**config.mk**
```make
export PLATFORM = sky130hd
export DESIGN_NAME = mdio_mgmt_ctrl
export DESIGN_NICKNAME = d
export VERILOG_FILES = /design/src/rtl/mdio_mgmt_pkg.sv /design/src/rtl/mdio_frame_engine.sv /design/src/rtl/mdio_seq_fsm.sv /design/src/rtl/mdio_mgmt_ctrl.sv
export SDC_FILE = /design/constraint.sdc
export NUM_CORES = 1
export LEC_CHECK = 0
export BUFFER_PORTS_ARGS = -buffer_cell sky130_fd_sc_hd__buf_2
export CORE_ASPECT_RATIO = 1.5
export CORE_UTILIZATION = 25
export DETAILED_ROUTE_END_ITERATION = 12
export PLACE_DENSITY = 0.37
export SLEW_MARGIN = 15
export SYNTH_ARGS = -nofsm -noshare
export SYNTH_HDL_FRONTEND = slang
export SYNTH_HIERARCHICAL = 1
export SYNTH_SLANG_ARGS = --single-unit
export TNS_END_PERCENT = 30
```
**constraint.sdc**
```tcl
create_clock -name clk -period 5.1 [get_ports clk]
set_input_delay 0 -clock clk [delete_from_list [all_inputs] [get_ports clk]]
set_output_delay 0 -clock clk [all_outputs]
set_load 0.05 [all_outputs]
```
**src/rtl/mdio_mgmt_pkg.sv**
```systemverilog
package mdio_mgmt_pkg;

    localparam logic [1:0] ST_C22      = 2'b01;
    localparam logic [1:0] ST_C45      = 2'b00;
    localparam logic [1:0] OP22_WRITE  = 2'b01;
    localparam logic [1:0] OP22_READ   = 2'b10;
    localparam logic [1:0] OP45_ADDR   = 2'b00;
    localparam logic [1:0] OP45_WRITE  = 2'b01;
    localparam logic [1:0] OP45_READ   = 2'b11;
    localparam logic [4:0] PAGE_REG    = 5'd31;

    typedef enum logic [3:0] {
        S_IDLE,
        S_SETUP,
        S_ADDR,
        S_ADDR_WAIT,
        S_DATA,
        S_DATA_WAIT,
        S_ADVANCE,
        S_FINISH
    } seq_state_t;

    typedef enum logic {
        E_IDLE,
        E_SHIFT
    } eng_state_t;

    function automatic logic [31:0] build_frame(input logic [1:0] st,
                                                input logic [1:0] op,
                                                input logic [4:0] phy,
                                                input logic [4:0] regad,
                                                input logic [15:0] data);
        return {st, op, phy, regad, 2'b10, data};
    endfunction

endpackage

```
**src/rtl/mdio_frame_engine.sv**
```systemverilog
module mdio_frame_engine
    import mdio_mgmt_pkg::*;
#(
    parameter int PRE_BITS = 32,
    parameter int HALF_DIV = 2
) (
    input  logic        clk,
    input  logic        rst_n,
    input  logic        start_i,
    input  logic        read_i,
    input  logic [31:0] frame_i,
    input  logic        mdio_i,
    output logic        busy_o,
    output logic        done_o,
    output logic        ta_err_o,
    output logic [15:0] rdata_o,
    output logic        mdc_o,
    output logic        mdio_o,
    output logic        mdio_oe_o
);
    localparam int TOTAL = PRE_BITS + 32;
    localparam int CW    = $clog2(TOTAL + 1);
    localparam int PW    = (2 * HALF_DIV > 2) ? $clog2(2 * HALF_DIV) : 1;
    localparam logic [CW-1:0] PRE_C    = CW'(PRE_BITS);
    localparam logic [CW-1:0] LAST_BIT = CW'(TOTAL - 1);
    localparam logic [PW-1:0] PH_RISE  = PW'(HALF_DIV);
    localparam logic [PW-1:0] PH_LAST  = PW'(2 * HALF_DIV - 1);

    eng_state_t    state_q, state_d;
    logic [31:0]   frame_q;
    logic          read_q;
    logic [CW-1:0] bit_q;
    logic [PW-1:0] ph_q;
    logic [15:0]   rd_q;
    logic          err_q;
    logic          done_q;

    logic          in_frame;
    logic [CW-1:0] fpos;
    logic [4:0]    fidx;

    assign in_frame = (bit_q >= PRE_C);
    assign fpos     = bit_q - PRE_C;
    assign fidx     = fpos[4:0];

    // state register
    always_ff @(posedge clk or negedge rst_n) begin
        if (!rst_n) state_q <= E_IDLE;
        else        state_q <= state_d;
    end

    always_comb begin
        state_d = state_q;
        unique case (state_q)
            E_IDLE:  if (start_i) state_d = E_SHIFT;
            E_SHIFT: if (ph_q == PH_LAST && bit_q == LAST_BIT) state_d = E_IDLE;
            default: state_d = E_IDLE;
        endcase
    end

    always_ff @(posedge clk or negedge rst_n) begin
        if (!rst_n) begin
            frame_q <= '0;
            read_q  <= 1'b0;
            bit_q   <= '0;
            ph_q    <= '0;
            rd_q    <= '0;
            err_q   <= 1'b0;
            done_q  <= 1'b0;
        end else begin
            done_q <= 1'b0;
            if (state_q == E_IDLE) begin
                if (start_i) begin
                    frame_q <= frame_i;
                    read_q  <= read_i;
                    bit_q   <= '0;
                    ph_q    <= '0;
                    rd_q    <= '0;
                    err_q   <= 1'b0;
                end
            end else begin
                if (ph_q == PH_RISE && read_q && in_frame) begin
                    if (fidx == 5'd15 && mdio_i) err_q <= 1'b1;
                    if (fidx >= 5'd16) rd_q <= {rd_q[14:0], mdio_i};
                end
                if (ph_q == PH_LAST) begin
                    ph_q <= '0;
                    if (bit_q == LAST_BIT) done_q <= 1'b1;
                    else                   bit_q  <= bit_q + 1'b1;
                end else begin
                    ph_q <= ph_q + 1'b1;
                end
            end
        end
    end

    // outputs
    always_comb begin
        busy_o    = (state_q == E_SHIFT);
        done_o    = done_q;
        ta_err_o  = err_q;
        rdata_o   = rd_q;
        mdc_o     = (state_q == E_SHIFT) && (ph_q >= PH_RISE);
        mdio_o    = in_frame ? frame_q[5'd31 - fidx] : 1'b1;
        mdio_oe_o = (state_q == E_SHIFT) && !(read_q && in_frame && fidx >= 5'd14);
    end

endmodule

```
**src/rtl/mdio_seq_fsm.sv**
```systemverilog
module mdio_seq_fsm
    import mdio_mgmt_pkg::*;
#(
    parameter int NUM_PORTS = 8
) (
    input  logic                 clk,
    input  logic                 rst_n,
    input  logic                 go_i,
    input  logic                 is_wr_i,
    input  logic                 is_mmd_i,
    input  logic [11:0]          page_i,
    input  logic [4:0]           regad_i,
    input  logic [4:0]           devad_i,
    input  logic [15:0]          mmd_reg_i,
    input  logic [15:0]          hi_field_i,
    input  logic [NUM_PORTS-1:0] mask_i,
    input  logic                 eng_done_i,
    input  logic                 eng_ta_err_i,
    input  logic [15:0]          eng_rdata_i,
    output logic                 busy_o,
    output logic                 eng_start_o,
    output logic                 eng_read_o,
    output logic [31:0]          eng_frame_o,
    output logic                 fin_o,
    output logic                 fin_err_o,
    output logic                 fin_rdv_o,
    output logic [15:0]          fin_rdata_o
);
    seq_state_t           state_q, state_d;
    logic [NUM_PORTS-1:0] remain_q;
    logic                 err_q;
    logic                 rdv_q;
    logic [15:0]          rdata_q;

    logic                 port_ok;
    logic [NUM_PORTS-1:0] init_mask;
    logic [4:0]           cur;
    logic [NUM_PORTS-1:0] cur_bit;
    logic [NUM_PORTS-1:0] rest;
    logic [15:0]          wdata;

    function automatic logic [4:0] lowest_set(input logic [NUM_PORTS-1:0] m);
        logic [4:0] r;
        r = '0;
        for (int i = NUM_PORTS - 1; i >= 0; i--) begin
            if (m[i]) r = 5'(i);
        end
        return r;
    endfunction

    assign port_ok   = (hi_field_i < 16'(NUM_PORTS));
    assign init_mask = is_wr_i ? mask_i
                     : (port_ok ? (NUM_PORTS'(1) << hi_field_i[4:0]) : '0);
    assign cur       = lowest_set(remain_q);
    assign cur_bit   = NUM_PORTS'(1) << cur;
    assign rest      = remain_q & ~cur_bit;
    assign wdata     = is_wr_i ? hi_field_i : 16'h0000;

    // state register
    always_ff @(posedge clk or negedge rst_n) begin
        if (!rst_n) state_q <= S_IDLE;
        else        state_q <= state_d;
    end

    always_comb begin
        state_d = state_q;
        unique case (state_q)
            S_IDLE:      if (go_i) state_d = S_SETUP;
            S_SETUP:     state_d = (init_mask == '0) ? S_FINISH : S_ADDR;
            S_ADDR:      state_d = S_ADDR_WAIT;
            S_ADDR_WAIT: if (eng_done_i) state_d = S_DATA;
            S_DATA:      state_d = S_DATA_WAIT;
            S_DATA_WAIT: if (eng_done_i) state_d = S_ADVANCE;
            S_ADVANCE:   state_d = (rest == '0) ? S_FINISH : S_ADDR;
            S_FINISH:    state_d = S_IDLE;
            default:     state_d = S_IDLE;
        endcase
    end

    always_ff @(posedge clk or negedge rst_n) begin
        if (!rst_n) begin
            remain_q <= '0;
            err_q    <= 1'b0;
            rdv_q    <= 1'b0;
            rdata_q  <= '0;
        end else begin
            if (state_q == S_SETUP) begin
                remain_q <= init_mask;
                rdv_q    <= 1'b0;
                err_q    <= !is_wr_i && !port_ok;
            end
            if (state_q == S_DATA_WAIT && eng_done_i && !is_wr_i) begin
                rdata_q <= eng_rdata_i;
                rdv_q   <= 1'b1;
                if (eng_ta_err_i) err_q <= 1'b1;
            end
            if (state_q == S_ADVANCE) remain_q <= rest;
        end
    end

    // outputs
    always_comb begin
        busy_o      = (state_q != S_IDLE);
        eng_start_o = (state_q == S_ADDR) || (state_q == S_DATA);
        eng_read_o  = (state_q == S_DATA) && !is_wr_i;
        fin_o       = (state_q == S_FINISH);
        fin_err_o   = err_q;
        fin_rdv_o   = rdv_q;
        fin_rdata_o = rdata_q;
        if (state_q == S_ADDR) begin
            eng_frame_o = is_mmd_i
                ? build_frame(ST_C45, OP45_ADDR, cur, devad_i, mmd_reg_i)
                : build_frame(ST_C22, OP22_WRITE, cur, PAGE_REG, {4'h0, page_i});
        end else begin
            eng_frame_o = is_mmd_i
                ? build_frame(ST_C45, is_wr_i ? OP45_WRITE : OP45_READ, cur, devad_i, wdata)
                : build_frame(ST_C22, is_wr_i ? OP22_WRITE : OP22_READ, cur, regad_i, wdata);
        end
    end

endmodule

```
**src/rtl/mdio_mgmt_ctrl.sv**
```systemverilog
module mdio_mgmt_ctrl
    import mdio_mgmt_pkg::*;
#(
    parameter int NUM_PORTS = 8,
    parameter int PRE_BITS  = 32,
    parameter int HALF_DIV  = 2
) (
    input  logic        clk,
    input  logic        rst_n,
    input  logic        reg_wr,
    input  logic [1:0]  reg_addr,
    input  logic [31:0] reg_wdata,
    output logic [31:0] reg_rdata,
    output logic        mdc,
    output logic        mdio_o,
    output logic        mdio_oe,
    input  logic        mdio_i
);
    logic [NUM_PORTS-1:0] mask_q;
    logic                 mmd_q;
    logic                 wr_q;
    logic [11:0]          page_q;
    logic [4:0]           fill_q;
    logic [4:0]           reg_q;
    logic                 err_q;
    logic [15:0]          hi_q;
    logic [15:0]          lo_q;
    logic [4:0]           dev_q;
    logic [15:0]          mreg_q;

    logic        seq_busy, wr_ok, go;
    logic        eng_start, eng_read, eng_busy, eng_done, eng_ta_err;
    logic [31:0] eng_frame;
    logic [15:0] eng_rdata, fin_rdata;
    logic        fin, fin_err, fin_rdv;

    assign wr_ok = reg_wr && !seq_busy;
    assign go    = wr_ok && (reg_addr == 2'd1) && reg_wdata[0];

    always_ff @(posedge clk or negedge rst_n) begin
        if (!rst_n) begin
            mask_q <= '0;
            mmd_q  <= 1'b0;
            wr_q   <= 1'b0;
            page_q <= '0;
            fill_q <= '0;
            reg_q  <= '0;
            err_q  <= 1'b0;
            hi_q   <= '0;
            lo_q   <= '0;
            dev_q  <= '0;
            mreg_q <= '0;
        end else begin
            if (wr_ok) begin
                unique case (reg_addr)
                    2'd0: mask_q <= reg_wdata[NUM_PORTS-1:0];
                    2'd1: begin
                        mmd_q  <= reg_wdata[1];
                        wr_q   <= reg_wdata[2];
                        page_q <= reg_wdata[14:3];
                        fill_q <= reg_wdata[19:15];
                        reg_q  <= reg_wdata[24:20];
                    end
                    2'd2: hi_q <= reg_wdata[31:16];
                    2'd3: begin
                        dev_q  <= reg_wdata[20:16];
                        mreg_q <= reg_wdata[15:0];
                    end
                    default: ;
                endcase
            end
            if (go) err_q <= 1'b0;
            else if (fin) err_q <= fin_err;
            if (fin && fin_rdv) lo_q <= fin_rdata;
        end
    end

    always_comb begin
        unique case (reg_addr)
            2'd0:    reg_rdata = 32'(mask_q);
            2'd1:    reg_rdata = {6'h00, err_q, reg_q, fill_q, page_q, wr_q, mmd_q, seq_busy};
            2'd2:    reg_rdata = {hi_q, lo_q};
            default: reg_rdata = {11'h000, dev_q, mreg_q};
        endcase
    end

    mdio_seq_fsm #(.NUM_PORTS(NUM_PORTS)) u_seq (
        .clk          (clk),
        .rst_n        (rst_n),
        .go_i         (go),
        .is_wr_i      (wr_q),
        .is_mmd_i     (mmd_q),
        .page_i       (page_q),
        .regad_i      (reg_q),
        .devad_i      (dev_q),
        .mmd_reg_i    (mreg_q),
        .hi_field_i   (hi_q),
        .mask_i       (mask_q),
        .eng_done_i   (eng_done),
        .eng_ta_err_i (eng_ta_err),
        .eng_rdata_i  (eng_rdata),
        .busy_o       (seq_busy),
        .eng_start_o  (eng_start),
        .eng_read_o   (eng_read),
        .eng_frame_o  (eng_frame),
        .fin_o        (fin),
        .fin_err_o    (fin_err),
        .fin_rdv_o    (fin_rdv),
        .fin_rdata_o  (fin_rdata)
    );

    mdio_frame_engine #(.PRE_BITS(PRE_BITS), .HALF_DIV(HALF_DIV)) u_eng (
        .clk       (clk),
        .rst_n     (rst_n),
        .start_i   (eng_start),
        .read_i    (eng_read),
        .frame_i   (eng_frame),
        .mdio_i    (mdio_i),
        .busy_o    (eng_busy),
        .done_o    (eng_done),
        .ta_err_o  (eng_ta_err),
        .rdata_o   (eng_rdata),
        .mdc_o     (mdc),
        .mdio_o    (mdio_o),
        .mdio_oe_o (mdio_oe)
    );

endmodule

```
==> parameters.txt, run 1 <==
Parameter                              Value

Logic synthesis
  Cell types with the largest area share after synthesis    dfrtp_1 (50%), mux2_2 (12%), nand2_1 (7.1%), mux2_4 (3.9%), mux2i_1 (3.3%)
  Total standard cell area after synthesis    8821 sq um
  Number of synthesized register bits    176
  Sequential-to-total area share from yosys stat    49.93%
  Fraction of registers with async set or reset after synthesis    100.0%
  Number of flops mapped to enable cells by yosys    0
  Top-area cell type share of the netlist area    49.93%
  Primary FF master, synth    dfrtp_1
  Gate count of the mapped netlist    798
  Cell taking the most area after synthesis    dfrtp_1
  Total of warnings raised by yosys    6
  Synthesized area per cell    11.05 sq um
  Netlist cell types    69

Global route
  Antenna violations before repair    0
  Largest net degree at the start of global routing    89
  Via count of the first global-routing pass    6648
  Wire length of the first global-routing pass    41500 microns
  GR Overflow Total    0
  Total routing resource utilization after global routing    15.62%

Clocking
  Hold_buf cts    34
  Root Buffer Master    clkbuf_16
  H-Tree Level Count    4
  CTS clock-pin slew for the worst setup and hold paths    0.07 ns
  Post-CTS Setup Repair Bufs    0
  Clock latency at the later pin of the worst-skew pair    0.45 ns
  TritonCTS clock tree    yes
  Clock sink total    176
  Inserted Clock Buffers    17
  Count of instances resized after the clock tree is built    0
  Deepest clock path buffer count    2

Floorplanning
  Core area    34480 sq um
  Row count    83
  Die Wd    155.4 microns
  Effective utilization at floorplan    25.58%
  Total I/O pin count    73
  Vertical extent of the die    232.1 microns
  Area of the die    36050 sq um

Timing
  Clock skew after layout    0.006163 ns
  Aggregate negative setup slack    0 ns
  Worst-margin pin slew    1.145 ns
  Max Slew Vio Count    0
  Tightest slew margin relative to the limit    23.68%
  Final worst path period need    2.659 ns
  Number of setup violations in the final report    0
  Achievable frequency    376.0 MHz
  Fin. Hold Viols    0
  Unrepaired setup endpoints after global routing    no
  Final worst-path cycle share    52.14%
  Worst hold slack    0.1405 ns

Power and ir drop
  Post-route total power    5.027 mW
  Pwr Density    478.9 nW/um^2
  Leakage power summed over all cells    4.871 nW
  Peak VDD IR    0.0002413 V

Critical path
  Kind of start point of the critical path    flop
  Required time of the critical path    5.48 ns
  Maximum net fanout on the critical path    26
  Worst Path Class, Setup    flop to flop
  Category of the worst setup path capture point    flop
  Critical path data arrival time    3.04 ns

Finish
  Post-Layout Inst Area    10500 sq um
  Most frequent cells in the layout    dfrtp_1 (176), nand2_1 (168), mux2_2 (91)
  Share of final-layout standard cells stronger than drive strength 1    28.29%
  Most common cell after layout, fill and taps aside    dfrtp_1
  Area Growth Syn to Fin    19.01%
  Post-route insts no fill    1365
  Layout Nets    927
  Count of antenna diodes in the layout    0

Placement
  Total placed cells including tap cells    1299
  Final weighted congestion in routability-driven placement    0.7499
  Post-placement cell area    9552 sq um
  Half-perimeter wire length after placement    18690 microns
  # port buffers    72

Drt
  # DRC    0
  Mean number of vias per cell    4.635
  Routed wire length per instance    19.50 microns
  Count of TritonRoute iterations in the first routing pass    6
  Final Routed Wirelength    26620 microns
  Post-route antenna net violation count    0
  Number of DRC violations after detailed-routing iteration 0    289
  Routed via count    6327

Hold path
  Path class of the lowest-slack min-delay path    primary input to flop

Run
  Max Cap Viol    0

Run status
  Status    complete, no violations
## cell families (layout without fill, tap and decap cells)
group / after synthesis / count (layout) / synth area share [%]
flip-flops: 176 / 176 / 49.93
AND/OR/NAND/NOR: 277 / 277 / 14.72
adder cells (fa/ha/maj): 5 / 5 / 0.6950
multiplexers: 151 / 151 / 20.99
buffers and inverters: 65 / 162 / 4.355
AO/OA/AOI/OAI: 121 / 121 / 9.121
other: 2 / 5 / 0.08514
XOR/XNOR: 1 / 1 / 0.09931
## layout make-up
| class | count | area (sq um) |
|---|---|---|
| tap | 467 | 584.3 |
| inverter | 11 | 41.29 |
| clock inverter | 12 | 158.9 |
| timing repair buffer | 119 | 807.0 |
| sequential | 176 | 4404 |
| clock buffer | 20 | 446.7 |
| multi-input combinational | 560 | 4055 |
| fill | 3655 | 23980 |
## layer usage
metal | GRT usage [%] | share of wire [%] | vias up
li1 | - | - | 2999
met1 | 18.76 | 43 | 3225
met2 | 27.93 | 53 | 77
met3 | 2.296 | 1.7 | 26
met4 | 5.821 | 2.0 | 0
met5 | 0 | 0 | -
## path summary, 6_finish.rpt
path	cells past startpoint	slack, ns	from	end
hold / removal	3	0.14	reg_wr	mask_q[1]$_DFFE_PN0P_
setup / recovery	8	2.44	u_seq/state_q[2]$_DFFE_PN0P_	u_seq/state_q[0]$_DFFE_PN0P_
setup reg to reg	8	2.44	u_seq/state_q[2]$_DFFE_PN0P_	u_seq/state_q[0]$_DFFE_PN0P_
min in group asynchronous	2	0.17	rst_n	mreg_q[10]$_DFFE_PN0P_
max in group asynchronous	3	3.72	rst_n	u_eng/read_q$_DFFE_PN0P_
hold reg to reg	2	0.47	u_eng/frame_q[23]$_DFFE_PN0P_	u_eng/frame_q[23]$_DFFE_PN0P_
## power by group
group / leakage (nW) / switching, mW / total (mW) / internal, mW
Clock: 0.279 / 0.593 / 1.38 / 0.787
Sequential: 2.31 / 0.392 / 2.17 / 1.77
Combinational: 2.28 / 0.841 / 1.48 / 0.639
Total: 4.87 / 1.83 / 5.03 / 3.20
## synth_stat cells (4+ instances only)
library cell and number:
buf_4 8, a22o_1 18, inv_1 10, o21ai_0 48, nand2_1 168, or4_1 5, clkbuf_1 15, nor2b_1 5
mux2_4 23, nor2_1 22, ha_1 4, mux4_2 5, a22oi_1 7, or3_1 4, buf_6 7, a21oi_1 19
buf_2 15, mux2i_1 29, o211ai_1 5, and2_1 10, mux2_2 91, dfrtp_1 176, nand3_1 28, nor4_1 6
## through the flow
| stage | util (%) | setup WS (ns) |
|---|---|---|
| 3_5_place_dp | 27.70 | 2.448 |
| 3_3_place_gp | 27.70 | 2.476 |
| 4_1_cts | 30.45 | 2.438 |
| 6_report | 30.45 | 2.441 |
| 5_1_grt | 30.45 | 2.249 |
| 2_1_floorplan | - | 3.018 |
## registers in the layout, indices dropped and copies added, names as in the netlist, 2 cells and up
register and count:
reg_q 5, u_eng/ph_q 2, page_q 12, u_eng/rdata_o 16, u_seq/remain_q 8, mask_q 8, dev_q 5, u_seq/state_q 3
fill_q 5, hi_q 16, u_eng/frame_q 32, lo_q 16, mreg_q 16, u_eng/bit_q 7, u_seq/fin_rdata_o 16
## critical path, cell delays in order, from the launching register on
cell and delay (ns):
dfrtp_1 0.53, clkinv_1 0.22, nand2_1 0.17, and4bb_2 1.05, and2_1 0.23, inv_1 0.04, o21ai_0 0.14, a22oi_1 0.08
a21oi_1 0.13
(Power assumes the default switching activity.)
==> inputs of run 2 (changes only) <==
Settings changed: PLACE_DENSITY 0.37 to 0.38.
Clock period 5.1 ns to 2.3 ns, I/O delays scaled along.
==> run 2 against run 1 <==
- non-clock buffer count rose by 25
- cell area rose by 2.3%
- power rose by 120%
- sequential share of layout area fell by 0.93 points
- critical path depth fell by 3
- clock skew rose by 0.0034 ns
- worst hold slack got worse by 0.041 ns
- highest routed layer unchanged
==> parameters.txt, run 2 (synthesis gave the netlist of run 1 again) <==
Parameter                              Value

Run status
  Status    complete, no violations

Clocking
  Clock latency at the later pin of the worst-skew pair    0.45 ns (about the same)
  H-Tree Level Count    4 (unchanged)
  Post-CTS Setup Repair Bufs    0 (unchanged)
  Deepest clock path buffer count    2 (unchanged)
  Root Buffer Master    clkbuf_16
  CTS clock-pin slew for the worst setup and hold paths    0.06 ns (about the same)
  Clock sink total    176 (unchanged)
  TritonCTS clock tree    yes
  Inserted Clock Buffers    17 (unchanged)

Critical path
  Required time of the critical path    2.67 ns (-2.81 ns)
  Category of the worst setup path capture point    flop
  Worst Path Class, Setup    flop to flop
  Slowest stage cell on the critical path    or4_4
  Launching instance or port of the critical path    u_seq/remain_q[3]$_DFFE_PN0P_
  Max stage delay on crit path    0.57 ns (-0.48 ns)
  Series of cell instances along the critical path    or4_4 -> or3_4 -> maj3_2 -> or3_1 -> a21oi_1
  Number of cells on the worst reg-to-reg path    5 (-3)
  Kind of start point of the critical path    flop
  Critical path data arrival time    2.59 ns (-0.45 ns)
  Slack of the worst reg-to-reg path    0.08 ns (-2.36 ns)
  CP Depth    5 (-3)
  Critical path buffer and inverter count    0 (-2)
  Destination of the worst register-to-register timing path    u_seq/state_q[0]$_DFFE_PN0P_
  R2R Path Start    u_seq/remain_q[3]$_DFFE_PN0P_
  Kind of cell adding the most delay to the critical path    simple AND/OR/NAND/NOR gates
  CP Capture Point    u_seq/state_q[0]$_DFFE_PN0P_
  Maximum net fanout on the critical path    5 (-81%)

Placement
  # port buffers    72 (unchanged)
  Final weighted congestion in routability-driven placement    0.7843 (+4.6%)
  Total placed cells including tap cells    1324 (+1.9%)
  Half-perimeter wire length after placement    18650 microns (-0.22%)
  Setup WS pre-CTS    0.008931 ns (-2.439 ns)

Timing
  Clock skew after layout    0.009581 ns (+0.003418 ns)
  Number of setup violations in the final report    0 (unchanged)
  Achievable frequency    449.7 MHz (+20%)
  Worst-margin pin slew    0.6021 ns (-0.5426 ns)
  Final worst-path cycle share    96.68% (+45 points)
  Max Slew Vio Count    0 (unchanged)
  Fin. Hold Viols    0 (unchanged)
  Final worst path period need    2.224 ns (-0.4357 ns)
  Tightest slew margin relative to the limit    59.76% (+36 points)
  Aggregate negative setup slack    0 ns (unchanged)
  Setup slack after layout    0.07646 ns (-2.364 ns)
  Unrepaired setup endpoints after global routing    no

Global route
  Largest net degree at the start of global routing    60 (-33%)
  Antenna violations before repair    0 (unchanged)
  GR Overflow Total    0 (unchanged)
  Via count of the first global-routing pass    6990 (+5.1%)
  Wire length of the first global-routing pass    41690 microns (+0.47%)
  Total routing resource utilization after global routing    15.52% (-0.098 points)

Finish
  Layout Nets    952 (+2.7%)
  Total of fill cells in the finished design    3656 (+0.027%)
  Most common cell after layout, fill and taps aside    dfrtp_1
  Most frequent cells in the layout    dfrtp_1 (176), nand2_1 (168), mux2_2 (91)
  Area Growth Syn to Fin    21.70%
  Share of final-layout standard cells stronger than drive strength 1    30.37% (+2.1 points)
  Post-route insts no fill    1389 (+1.8%)
  Count of antenna diodes in the layout    0 (unchanged)
  Core utilization of the finished layout    31.14% (+0.69 points)
  Max reg flops    32 (unchanged)
  Register with the most flip-flops    u_eng/frame_q

Drt
  Met2 routed WL    13900 microns (-1.4%)
  Highest signal layer in the routed design    met4
  Met3 wirelength from detailed routing    580 microns (+32%)
  Mean number of vias per cell    4.568 (-1.4%)
  Count of TritonRoute iterations in the first routing pass    6 (unchanged)
  Metal1 wirelength    10980 microns (-5.1%)
  Number of DRC violations after detailed-routing iteration 0    293 (+1.4%)
  Final Routed Wirelength    26130 microns (-1.9%)
  Post-route antenna net violation count    0 (unchanged)
  # DRC    0 (unchanged)
  Routed wire length per instance    18.81 microns (-3.6%)
  Routed via count    6345 (+0.28%)

Floorplanning
  Die Wd    155.4 microns (unchanged)
  Total I/O pin count    73 (unchanged)
  Area of the die    36050 sq um (unchanged)
  Effective utilization at floorplan    25.58% (unchanged)
  Row count    83 (unchanged)
  Vertical extent of the die    232.1 microns (unchanged)
  Core area    34480 sq um (unchanged)

Power and ir drop
  Pwr Density    1031 nW/um^2 (+120%)
  Peak VDD IR    0.0004401 V (+82%)
  Leakage power summed over all cells    5.015 nW (+3.0%)
  Post-route total power    11.07 mW (+120%)

Run
  Max Cap Viol    0 (unchanged)

Hold path
  Path class of the lowest-slack min-delay path    primary input to asynchronous set/reset pin
[run 2: routing by layer]
layer / GRT usage, % / vias up
li1: - / 3041
met1: 18.30 / 3196
met2: 27.79 / 81
met3: 2.613 / 27
met4: 6.066 / 0
met5: 0 / -
[run 2: final cells by class]
| class | instances | area [sq um] | area share [%] |
|---|---|---|---|
| sequential | 176 | 4404 | 41.03 |
| multi-input combinational | 560 | 4064 | 37.86 |
| timing repair buffer | 144 | 1082 | 10.08 |
| tap | 467 | 584.3 | 5.443 |
| clock buffer | 22 | 474.2 | 4.417 |
| clock inverter | 9 | 85.08 | 0.7925 |
| inverter | 11 | 41.29 | 0.3846 |
[run 2: report_power, final]
group	internal (mW)	switching, mW
Combinational	1.54	1.98
Sequential	3.94	0.757
Clock	1.57	1.29
[run 2: worst min-delay path by stage]
| stage | slack (ns) | from | depth (start not counted) | end |
|---|---|---|---|---|
| 5_1_grt | 0.14 | rst_n | 2 | u_seq/fin_rdata_o[11]$_DFFE_PN0P_ |
| 3_5_place_dp | 0.03 | rst_n | 1 | u_seq/fin_rdata_o[11]$_DFFE_PN0P_ |
| 6_report | 0.1 | rst_n | 2 | u_seq/fin_rdata_o[11]$_DFFE_PN0P_ |
| 4_1_cts | 0.10 | rst_n | 2 | u_seq/fin_rdata_o[11]$_DFFE_PN0P_ |
| 2_1_floorplan | -0.30 | rst_n | 0 | dev_q[0]$_DFFE_PN0P_ |
| 3_3_place_gp | 0.03 | rst_n | 1 | u_seq/fin_rdata_o[11]$_DFFE_PN0P_ |
[run 2: metrics by stage]
stage | hold WS, ns | cell area (sq um)
global placement | 0.03144 | 9827
finish | 0.09912 | 10740
CTS | 0.1012 | 10730
global route | 0.1413 | 10740
detailed placement | 0.02754 | 9827
floorplan | -0.2956 | 8832
[run 2: what timing repair did]
action,in CTS,in global routing
hold endpoints to repair,134,0
resized for setup,1,2
hold buffers,34,0
setup endpoints to repair,1,3
gates cloned,0,0
pin swaps,0,1
